$ cat config.mk
export PLATFORM = sky130hd
export DESIGN_NAME = pcm_slot_xcvr
export DESIGN_NICKNAME = d
export VERILOG_FILES = /design/src/rtl/pcm_slot_xcvr.sv
export SDC_FILE = /design/constraint.sdc
export NUM_CORES = 1
export LEC_CHECK = 0
export ABC_CLOCK_PERIOD_IN_PS = 5150
export CORE_ASPECT_RATIO = 2
export CORE_MARGIN = 4
export CORE_UTILIZATION = 40
export DETAILED_ROUTE_END_ITERATION = 10
export DONT_BUFFER_PORTS = 1
export SETUP_SLACK_MARGIN = 0.05
export SLEW_MARGIN = 10
export SYNTH_ARGS = -nofsm -noshare
export SYNTH_HDL_FRONTEND = slang
export SYNTH_SLANG_ARGS = --single-unit
$ cat constraint.sdc
create_clock -name clk -period 5.15 [get_ports clk]
set_clock_uncertainty 0.15 [all_clocks]
set_input_delay 1.03 -clock clk [delete_from_list [all_inputs] [get_ports clk]]
set_output_delay 1.03 -clock clk [all_outputs]
set_load 0.02 [all_outputs]
$ cat src/rtl/pcm_slot_xcvr.sv
module pcm_slot_xcvr #(
  parameter int NCH       = 2,
  parameter int NHW       = 2,
  parameter int MAX_SLOTS = 128,
  localparam int SLOT_W   = $clog2(MAX_SLOTS),
  localparam int HW_W     = (NHW > 1) ? $clog2(NHW) : 1
) (
  input  logic                        clk,
  input  logic                        rst_n,
  input  logic                        pclk,
  input  logic                        fsync,
  input  logic [NHW-1:0]              dr,
  output logic [NHW-1:0]              dx,
  output logic [NHW-1:0]              dx_oe,
  input  logic                        dbl_clk,
  input  logic                        tx_rise,
  input  logic                        rx_rise,
  input  logic                        no_zero,
  input  logic [NCH-1:0][SLOT_W-1:0]  tx_slot,
  input  logic [NCH-1:0][SLOT_W-1:0]  rx_slot,
  input  logic [NCH-1:0][HW_W-1:0]    tx_hw,
  input  logic [NCH-1:0][HW_W-1:0]    rx_hw,
  input  logic [NCH-1:0][7:0]         tx_data,
  output logic [NCH-1:0][7:0]         rx_data,
  output logic [NCH-1:0]              rx_valid,
  output logic [NCH-1:0]              tco
);
  localparam int BIT_W = SLOT_W + 3;
  localparam logic [BIT_W-1:0] BCNT_MAX = '1;

  logic           pclk_q, pclk_d, fs_q;
  logic [NHW-1:0] dr_q;

  always_ff @(posedge clk or negedge rst_n)
    if (!rst_n) begin
      pclk_q <= 1'b0;
      pclk_d <= 1'b0;
      fs_q   <= 1'b0;
      dr_q   <= '0;
    end else begin
      pclk_q <= pclk;
      pclk_d <= pclk_q;
      fs_q   <= fsync;
      dr_q   <= dr;
    end

  wire rise = pclk_q & ~pclk_d;
  wire fall = ~pclk_q & pclk_d;
  wire ev   = rise | fall;
  wire frame_start = rise & fs_q;
  wire [1:0] ph_last = dbl_clk ? 2'd3 : 2'd1;

  logic [1:0]       ph, ph_n;
  logic [BIT_W-1:0] bcnt, bcnt_n;
  logic [SLOT_W:0]  nslots, nslots_n, fslots;
  logic             synced;

  assign fslots = (SLOT_W+1)'(({1'b0, bcnt} + 1'b1) >> 3);

  always_comb begin
    ph_n     = ph;
    bcnt_n   = bcnt;
    nslots_n = nslots;
    if (frame_start) begin
      ph_n   = 2'd0;
      bcnt_n = '0;
      if (synced) nslots_n = fslots;
    end else if (ev) begin
      if (ph == ph_last) begin
        ph_n = 2'd0;
        if (bcnt != BCNT_MAX) bcnt_n = bcnt + 1'b1;
      end else begin
        ph_n = ph + 2'd1;
      end
    end
  end

  always_ff @(posedge clk or negedge rst_n)
    if (!rst_n) begin
      ph     <= 2'd0;
      bcnt   <= '0;
      nslots <= '0;
      synced <= 1'b0;
    end else begin
      ph     <= ph_n;
      bcnt   <= bcnt_n;
      nslots <= nslots_n;
      if (frame_start) synced <= 1'b1;
    end

  wire [SLOT_W-1:0] cur_slot = bcnt_n[BIT_W-1:3];
  wire [2:0]        cur_pos  = bcnt_n[2:0];
  wire tx_ev = ev && (ph_n == (tx_rise ? 2'd0 : 2'd1));
  wire rx_ev = ev && (ph_n == {dbl_clk, ~rx_rise});

  logic [NCH-1:0] drv_v, bit_v;

  for (genvar c = 0; c < NCH; c++) begin : g_ch
    logic [7:0] tx_sh;
    logic [6:0] rx_sh;
    logic       drv, bitv, rv;
    logic [7:0] rd;
    wire tx_hit = ({1'b0, tx_slot[c]} < nslots_n) && (cur_slot == tx_slot[c]);
    wire rx_hit = ({1'b0, rx_slot[c]} < nslots_n) && (cur_slot == rx_slot[c]);
    wire din    = dr_q[rx_hw[c]];

    always_ff @(posedge clk or negedge rst_n)
      if (!rst_n) begin
        drv   <= 1'b0;
        bitv  <= 1'b0;
        tx_sh <= '0;
      end else if (tx_ev) begin
        drv <= tx_hit;
        if (tx_hit) begin
          if (cur_pos == 3'd0) begin
            tx_sh <= tx_data[c];
            bitv  <= tx_data[c][7];
          end else begin
            bitv  <= tx_sh[3'd7 - cur_pos];
          end
        end
      end

    always_ff @(posedge clk or negedge rst_n)
      if (!rst_n) begin
        rx_sh <= '0;
        rd    <= '0;
        rv    <= 1'b0;
      end else begin
        rv <= 1'b0;
        if (rx_ev && rx_hit) begin
          rx_sh <= {rx_sh[5:0], din};
          if (cur_pos == 3'd7) begin
            rd <= {rx_sh, din};
            rv <= 1'b1;
          end
        end
      end

    assign drv_v[c]    = drv;
    assign bit_v[c]    = bitv;
    assign rx_data[c]  = rd;
    assign rx_valid[c] = rv;
  end

  assign tco = drv_v;

  always_comb begin
    dx    = '0;
    dx_oe = '0;
    for (int h = 0; h < NHW; h++)
      for (int c = NCH-1; c >= 0; c--)
        if (drv_v[c] && tx_hw[c] == HW_W'(h)) begin
          dx[h]    = bit_v[c];
          dx_oe[h] = bit_v[c] | ~no_zero;
        end
  end
endmodule

; Yosys cells after proc, flatten, opt, wreduce, memory -nomap -nowiden
; Index checks and enable logic that the tools add are counted.
[word_totals]
n_memories = 0
elab_cells = 103
ramBits = 0
out_inout_bits = 24
rom_bits = 0
in_bits = 58
regBits = 78
latchBits = 0
[classes]
n_eq_ne = 9
mux = 32
n_shift = 0
magnitude_cmp = 7
n_addsub = 4
n_reduce_logical = 19
div = 0
n_mul = 0
bitwise_logic = 12
[op_table]
columns = op, count
row1 = 2-to-1 mux 10 bit, 4
row2 = < comparator 7 x 8 -> 1 bit, 4
row3 = equality test 7 bit, 4
row4 = 2-to-1 mux 1 bit, 20
row5 = 2-to-1 mux 8 bit, 2
row6 = logical AND 1 bit, 12
row7 = adder 10 x 1 -> 11 bit (second input constant), 1
row8 = adder 10 x 1 -> 10 bit (second input constant), 1
row9 = != test 10 bit (second input constant), 1
row10 = 2-to-1 mux 2 bit, 4
row11 = AND reduction 2 bit, 4
row12 = binary-select mux 1 bit (select 3 bit), 2
row13 = NOT 1 bit, 6
row14 = AND reduction 3 bit, 2
row15 = equality test 2 bit, 2
row16 = < comparator 1 x 2 -> 1 bit (second input constant), 2
row17 = < comparator 3 x 4 -> 1 bit (second input constant), 1
row18 = bitwise AND 1 bit, 3
row19 = equality test 3 bit (second input constant), 1
row20 = zero test 3 bit, 1
row21 = OR 1 bit, 3
row22 = subtractor 3 bit (first input constant), 1
row23 = adder 2 x 1 -> 2 bit (second input constant), 1
row24 = equality test 2 x 1 -> 1 bit, 1

; Depth between registers and ports, before layout
; Gate-level depths: netlist (run 1).
[depth]
word_depth = 9
mapped_depth = 16
mapped_depth_nobuf = 14

; Worst setup path after synthesis (run 1)
; Ideal clock, no wire load.
[synth_timing]
path_type = reg2reg
from = register bcnt[2]
to = register g_ch[0].tx_sh[0]
arrival_time_ns = 3.320
stages_incl_launch_ff = 17
setup_ns = 0.125
slack_ns = 1.555
n_path_buf = 3
cell_sequence = dfrtp_1 buf_4 nand4_1 buf_2 nor3_1 xnor2_1 o21ai_0 inv_1 ha_1 and3_1 a221o_1 a211oi_1 nand4_1 nor4_4 nor2b_1 buf_4 mux2_2
[synth_rtl]
columns = element, line
row1 = from (decl), 54  ; logic [BIT_W-1:0] bcnt, bcnt_n;
row2 = from (signal assigned), 86  ; bcnt <= bcnt_n;
row3 = adder 10 x 1 -> 11 bit, 58  ; assign fslots = (SLOT_W+1)'(({1'b0, bcnt} + 1'b1) >> 3);
row4 = 2-to-1 mux 8 bit, 67  ; if (synced) nslots_n = fslots;
row5 = 2-to-1 mux 8 bit, 64  ; if (frame_start) begin
row6 = named net nslots_n[5], 55  ; logic [SLOT_W:0] nslots, nslots_n, fslots;
row7 = < comparator 7 x 8 -> 1 bit, 103  ; wire tx_hit = ({1'b0, tx_slot[c]} < nslots_n) && (cur_slot == tx_slot[c]);
row8 = logical AND 1 bit, 103
row9 = AND reduction 3 bit (no source line), --
row10 = to (signal assigned), 116  ; tx_sh <= tx_data[c];
row11 = to (decl), 99  ; logic [7:0] tx_sh;
; The timed path passes the listed nets, and every way through them passes these cells.
; A chain may end at the register's enable or synchronous reset.

; Final worst setup path (run 1)
[layout_timing]
from = register bcnt[0]
to = register g_ch[0].tx_sh[1]
; Same word-level chain as after synthesis.

==> metrics.md, run 1 <==
| Metric | Value |
|---|---|
| H-tree levels | `3` |
| Routed WL | `13900 um` |
| Post-CTS setup buffer count | `0` |
| Critical path capture point type | `flop` |
| # diodes | `0` |
| GRT overflow | `0` |
| CTS tree | `done` |
| Total global-route track usage | `20.6%` |
| CP Launch Type | `flop` |
| Highest clock rate | `217 MHz` |
| RSZ-0062 raised after global routing | `no` |
| Async S/R FF share, synth | `100%` |
| Initial core utilization | `40.8%` |
| Post-route setup TNS | `0 ns` |
| Post-Syn Area | `4780 sq um` |
| Crit path kind | `reg -> reg` |
| Final antenna-violating net count | `0` |
| Synthesized area per cell | `10.2 sq um` |
| Number of CTS-inserted buffers | `9` |
| Slew Viols, Final | `0` |
| Final instance area | `5190 sq um` |
| Area growth syn-to-layout | `8.70%` |
| Average wire per standard cell | `22.7 um` |
| Clock Latency Late Sink | `0.35 ns` |
| HP Class | `in -> async` |
| Most frequent cells after synthesis | `dfrtp_1 (76), mux2_2 (49), nand2_1 (32)` |
| Layout cells sized above 1 | `a little under a fifth` |
| Tmin final | `4.62 ns` |
| Pwr/cell area | `approximately 300 nW/um^2` |
| Main synth FF type | `dfrtp_1` |
| Synth warn | `0` |
| Max_slew headroom | `about 35%` |
| Seq cells post-synth | `76` |
| Mux cell area share after synthesis | `13.3%` |
| Placed Instance Area | `between 4000 and 5000 sq um` |
| Seq/Total Area, Yosys | `39.8%` |
| Post_cts resized | `0` |
| Boundary pin count | `82` |
| Vias in the first global route | `4150` |
| GPL Wtd Cong | `0.987` |
| Max-Cap Viols | `0` |
| CP Max Fanout | `12` |
| Yosys top cell by area | `dfrtp_1` |
| Final period util | `89.7%` |
| Number of cell rows | `56` |
| Top cell type's share of synthesized area | `~40%` |
| Vias | `3806` |
| Final nets | `around 540` |
| Fraction of the mapped netlist area in adder cells | `6.18%` |
| Pin count of the biggest net entering global routing | `77` |
| Synth Area in XOR/XNOR | `4.38%` |
| Die height | `163 um` |
| Fin cells | `around 600` |
| Post-synthesis compound-gate area fraction | `14.1%` |
| Slew @ Worst Pin | `between 0.9 and 1 ns` |
| Clk pin slew, worst setup/hold paths | `roughly 0.07 ns` |
| CTS root buf | `clkbuf_16` |
| Final hold vios | `0` |
| Outcome | `finished clean` |
| Initial antenna violation count | `0` |
| Most numerous cell in the Yosys netlist | `dfrtp_1` |
| Drt pass-1 iters | `5` |
| First-pass GRT wire length | `21600 um` |
| Via-per-instance ratio | `6.20` |
| Syn nets | `~550` |
| PortBufs | `0` |
| Largest family of logic cells by synthesized area | `simple AND/OR/NAND/NOR gates` |
| Clock sink total | `76` |
| Post-synthesis simple-gate area fraction | `17.8%` |
| Crit path DAT | `4.70 ns` |
| FF-to-FF path depth | `14` |
| Core Region | `11700 sq um` |
| Post-synth EDFFs | `0` |
| Hold_buf cts | `0` |
| Placed cells | `598` |
| Synthesized netlist cell count | `roughly 470` |
| Final setup vio count | `0` |
| Die Area | `13900 sq um` |
| DRT iter0 DRCs | `between 300 and 400` |
| Leak pwr | `2.32 nW` |
| # DRC | `0` |
| Synth area leaders | `dfrtp_1 (40%), mux2_2 (12%), ha_1 (5.8%)` |
| Synth cell types | `65` |
| VDD IR max | `223 uV` |
| Die Span X | `85.3 um` |
| Critical Path RT | `5.23 ns` |
| CTS Buffer Depth | `2` |
| DP HPWL | `around 11000 um` |
power breakdown:
group	internal (mW)	switching [mW]
logic	0.0881	0.138
clock network	0.390	0.294
registers	0.619	0.0392
placed cells by master, fill, tap and decap left out, drive strengths merged, types with 9 or more instances in the layout:
cell type / netlist / final
nor4: 16 / 16
xnor2: 16 / 16
nor3: 11 / 11
a21oi: 24 / 24
dfrtp: 76 / 76
inv: 20 / 25
a21o: 9 / 9
mux2: 49 / 49
ha: 22 / 22
nand2: 34 / 34
clkbuf: 4 / 9
nand3: 15 / 15
nor2: 21 / 21
o21ai: 18 / 18
logic make-up (layout without fill, tap and decap cells):
| kind of cell | after synthesis | after routing |
|---|---|---|
| AO/OA/AOI/OAI | 98 | 98 |
| multiplexers | 57 | 57 |
| XOR/XNOR | 23 | 23 |
| AND/OR/NAND/NOR | 148 | 148 |
| adder cells (fa/ha/maj) | 24 | 24 |
| flip-flops | 76 | 76 |
| buffers and inverters | 42 | 43 |
sequential cells by signal, indices dropped and copies added, names as in the netlist:
| register | flops |
|---|---|
| bcnt | 10 |
| dr_q | 2 |
| fs_q | 1 |
| g_ch.bitv | 2 |
| g_ch.drv | 2 |
| g_ch.rd | 16 |
| g_ch.rv | 2 |
| g_ch.rx_sh | 14 |
| g_ch.tx_sh | 14 |
| nslots | 8 |
| pclk_d | 1 |
| pclk_q | 1 |
| ph | 2 |
| synced | 1 |
final cells by class:
type | instances | area [sq um]
Fill cell | 1097 | 6510
Multi-Input combinational cell | 350 | 2670
Sequential cell | 76 | 1900
Clock buffer | 9 | 225
Tap cell | 145 | 181
Clock inverter | 7 | 90.1
Inverter | 20 | 75.1
Timing Repair Buffer | 7 | 52.6
metal layers:
metal | routed length (um) | up-vias | track usage, %
met2 | 7260 | 162 | 36.2
met4 | 1370 | 0 | 19.7
met5 | 0 | - | 0
li1 | - | 1729 | -
met3 | 928 | 73 | 6.03
met1 | 4380 | 1842 | 17.9
per-stage QoR:
step	setup slack, ns	util, %	power (mW)	hold slack (ns)
3_3_place_gp	0.707	41.7	0.891	0.219
3_5_place_dp	0.539	41.7	0.894	0.225
6_report	0.533	44.4	1.57	0.216
2_1_floorplan	1.55	-	0.844	0.210
4_1_cts	0.520	44.4	1.58	0.219
5_1_grt	0.203	44.4	1.63	0.216
path summary, 6_finish.rpt:
check | startpoint | to | slack, ns
worst max-delay path | bcnt[0] | g_ch[0].tx_sh[1] | 0.53
worst min-delay path | rst_n | nslots[2] | 0.22
worst max register to register | bcnt[0] | g_ch[0].tx_sh[1] | 0.53
worst min register to register | pclk_q | pclk_d | 0.25
max in group asynchronous | rst_n | nslots[3] | 4.48
min in group clk | pclk_q | pclk_d | 0.25
worst max-delay path: stages (launching register included):
cell and delay (ns):
dfrtp_1 0.52, ha_1 0.38, inv_1 0.17, nor3_1 0.25, xnor2_1 0.08, o21ai_0 0.24, inv_1 0.21, ha_1 0.33
and3_1 0.20, a221o_1 0.35, a211oi_1 0.24, nand4_1 0.17, nor4_4 0.25, nor2b_1 0.54, mux2_2 0.40
Power figures use the tool's default switching activity.
==> run 2, diff against run 1 <==
--- a/config.mk
+++ b/config.mk
@@ -5,7 +5,7 @@
 export SDC_FILE = /design/constraint.sdc
 export NUM_CORES = 1
 export LEC_CHECK = 0
-export ABC_CLOCK_PERIOD_IN_PS = 5150
+export ABC_CLOCK_PERIOD_IN_PS = 5400
 export CORE_ASPECT_RATIO = 2
 export CORE_MARGIN = 4
 export CORE_UTILIZATION = 40
==> constraint.sdc (replaced) <==
create_clock -name clk -period 5.4 [get_ports clk]
set_clock_uncertainty 0.15 [all_clocks]
set_input_delay 1.08 -clock clk [delete_from_list [all_inputs] [get_ports clk]]
set_output_delay 1.08 -clock clk [all_outputs]
set_load 0.02 [all_outputs]
==> metrics.md, run 2 (same netlist as run 1, synthesis figures left out) <==
| Metric | Value |
|---|---|
| CP Max Fanout | `15` |
| Commonest cells after routing, fill and taps aside | `dfrtp_1 (76), mux2_2 (49), nand2_1 (32)` |
| First-pass GRT wire length | `21000 um` |
| Core Region | `11700 sq um` |
| Slew @ Worst Pin | `0.927 ns` |
| Sw Share | `29.8%` |
| Layout cells sized above 1 | `between 15 and 20%` |
| Post-CTS setup buffer count | `0` |
| HP Class | `reg -> reg` |
| DP HPWL | `10900 um` |
| Pin count of the biggest net entering global routing | `77` |
| Crit-path most repeated cell | `nand4_1` |
| Clock power frac | `42.8%` |
| Die Area | `13900 sq um` |
| Highest clock rate | `209 MHz` |
| Leak pwr | `2.30 nW` |
| GPL Wtd Cong | `approximately 0.97` |
| Vias in the first global route | `around 3800` |
| Largest Register | `g_ch.rd` |
| Max-Cap Viols | `0` |
| VDD IR max | `~170 uV` |
| Largest stage delay, worst path | `0.62 ns` |
| Die Span X | `approximately 85 um` |
| PortBufs | `0` |
| Via-per-instance ratio | `~6.2` |
| Clock sink total | `76` |
| # DRC | `0` |
| Area growth syn-to-layout | `8.07%` |
| Final period util | `between 80% and 90%` |
| Final nets | `541` |
| # diodes | `0` |
| Final antenna-violating net count | `0` |
| Clock Latency Late Sink | `between 0.3 and 0.4 ns` |
| Vias | `about 3800` |
| Crit path cell chain | `nand4_1 > nor3_1 > xnor2_1 > o21ai_0 > inv_1 > ha_1 > and3_1 > a221o_1 > a211oi_1 > nand4_1 > nor4_4 > nor2b_1 > mux2_2` |
| Commonest non-fill, non-tap cell in the layout | `dfrtp_1` |
| Slew Viols, Final | `0` |
| Tmin final | `4.78 ns` |
| Critical-path top delay cell | `dfrtp_1` |
| Total global-route track usage | `20.0%` |
| Worst Hold Launch | `pclk_q` |
| Largest regs | `g_ch.rd x16, g_ch.rx_sh x14, g_ch.tx_sh x14` |
| Reg-to-reg critical path startpoint | `bcnt[4]` |
| Post-route setup TNS | `0 ns` |
| Critical path capture point type | `flop` |
| Routed WL | `roughly 14000 um` |
| CP Launch Type | `flop` |
| CTS Buffer Depth | `2` |
| Max reg flops | `16` |
| Critical Path RT | `5.48 ns` |
| Final hold vios | `0` |
| CTS tree | `done` |
| Boundary pin count | `82` |
| Initial core utilization | `between 40% and 50%` |
| First element of the critical path | `bcnt[4]` |
| Average wire per standard cell | `22.7 um` |
| Final setup vio count | `0` |
| CTS root buf | `clkbuf_16` |
| Outcome | `finished clean` |
| Clk pin slew, worst setup/hold paths | `0.06 ns` |
| DRT iter0 DRCs | `389` |
| Pint | `1.04 mW` |
| Initial antenna violation count | `0` |
| Number of CTS-inserted buffers | `9` |
| Comb pwr share | `14.8%` |
| GRT overflow | `0` |
| Number of cell rows | `56` |
| Pwr/cell area | `287 nW/um^2` |
| Crit path DAT | `around 4.9 ns` |
| H-tree levels | `3` |
| Crit path kind | `reg -> reg` |
| Seq pwr share | `42.4%` |
| Drt pass-1 iters | `5` |
| Hold_buf cts | `0` |
| Final Util | `44.1%` |
| Net switching power | `0.441 mW` |
| Die height | `163 um` |
| Post_cts resized | `0` |
| RSZ-0062 raised after global routing | `no` |
| Max_slew headroom | `38.0%` |
## run 2: changes by cell type in the layout (fill, tap and decap cells not counted), sizes merged
cell,delta
clkinvlp,+2
inv,-2
buf,-3
## run 2: final timing paths
kind	end	slack [ns]	cells after the start
hold reg to reg	pclk_d	0.24	0
setup reg to reg	g_ch[0].tx_sh[3]	0.62	13
setup / recovery	g_ch[0].tx_sh[3]	0.62	13
hold / removal	pclk_d	0.24	0
min in group asynchronous	bcnt[5]	0.27	0
max in group asynchronous	g_ch[1].tx_sh[2]	4.69	0
## run 2: cell type report
type / count / area (sq um)
multi-input cells: 350 / 2670
well taps: 145 / 181
clock buffers: 9 / 225
clock inverters: 7 / 82.6
flip-flops and latches: 76 / 1900
inverters: 20 / 75.1
repair buffers: 4 / 30.0
fillers: 1098 / 6540
## run 2: critical path: cells and delay by family, from the launching register on
kind	cells	cell delay, ns
buffers and inverters	1	0.15
multiplexers	1	0.39
AO/OA/AOI/OAI	3	0.86
adder cells (fa/ha/maj)	1	0.31
XOR/XNOR	1	0.10
AND/OR/NAND/NOR	6	2.06
flip-flops	1	0.62
## run 2: power groups by stage
stage	clock network [mW]	registers, mW	logic [mW]
3_3_place_gp	0	0.635	0.214
4_1_cts	0.644	0.627	0.218
2_1_floorplan	0	0.613	0.192
5_1_grt	0.667	0.632	0.245
6_report	0.634	0.627	0.219
3_5_place_dp	0	0.638	0.217
## run 2: metal layers
| metal | routed length, um | track usage (%) |
|---|---|---|
| met2 | 7230 | 35.0 |
| met4 | 1160 | 16.4 |
| met3 | 1020 | 5.82 |
| met5 | 0 | 0 |
| met1 | 4440 | 18.7 |
## run 2: per-stage QoR
step / power [mW] / area [sq um] / hold WS, ns / std cells / setup WS (ns)
after floorplan: 0.805 / 4780 / 0.210 / 468 / 1.80
after global placement: 0.850 / 4850 / 0.223 / 595 / 0.799
after global routing: 1.54 / 5160 / 0.253 / 611 / 0.318
final: 1.48 / 5160 / 0.238 / 611 / 0.621
after CTS: 1.49 / 5160 / 0.242 / 611 / 0.658
after detailed placement: 0.854 / 4850 / 0.225 / 595 / 0.687
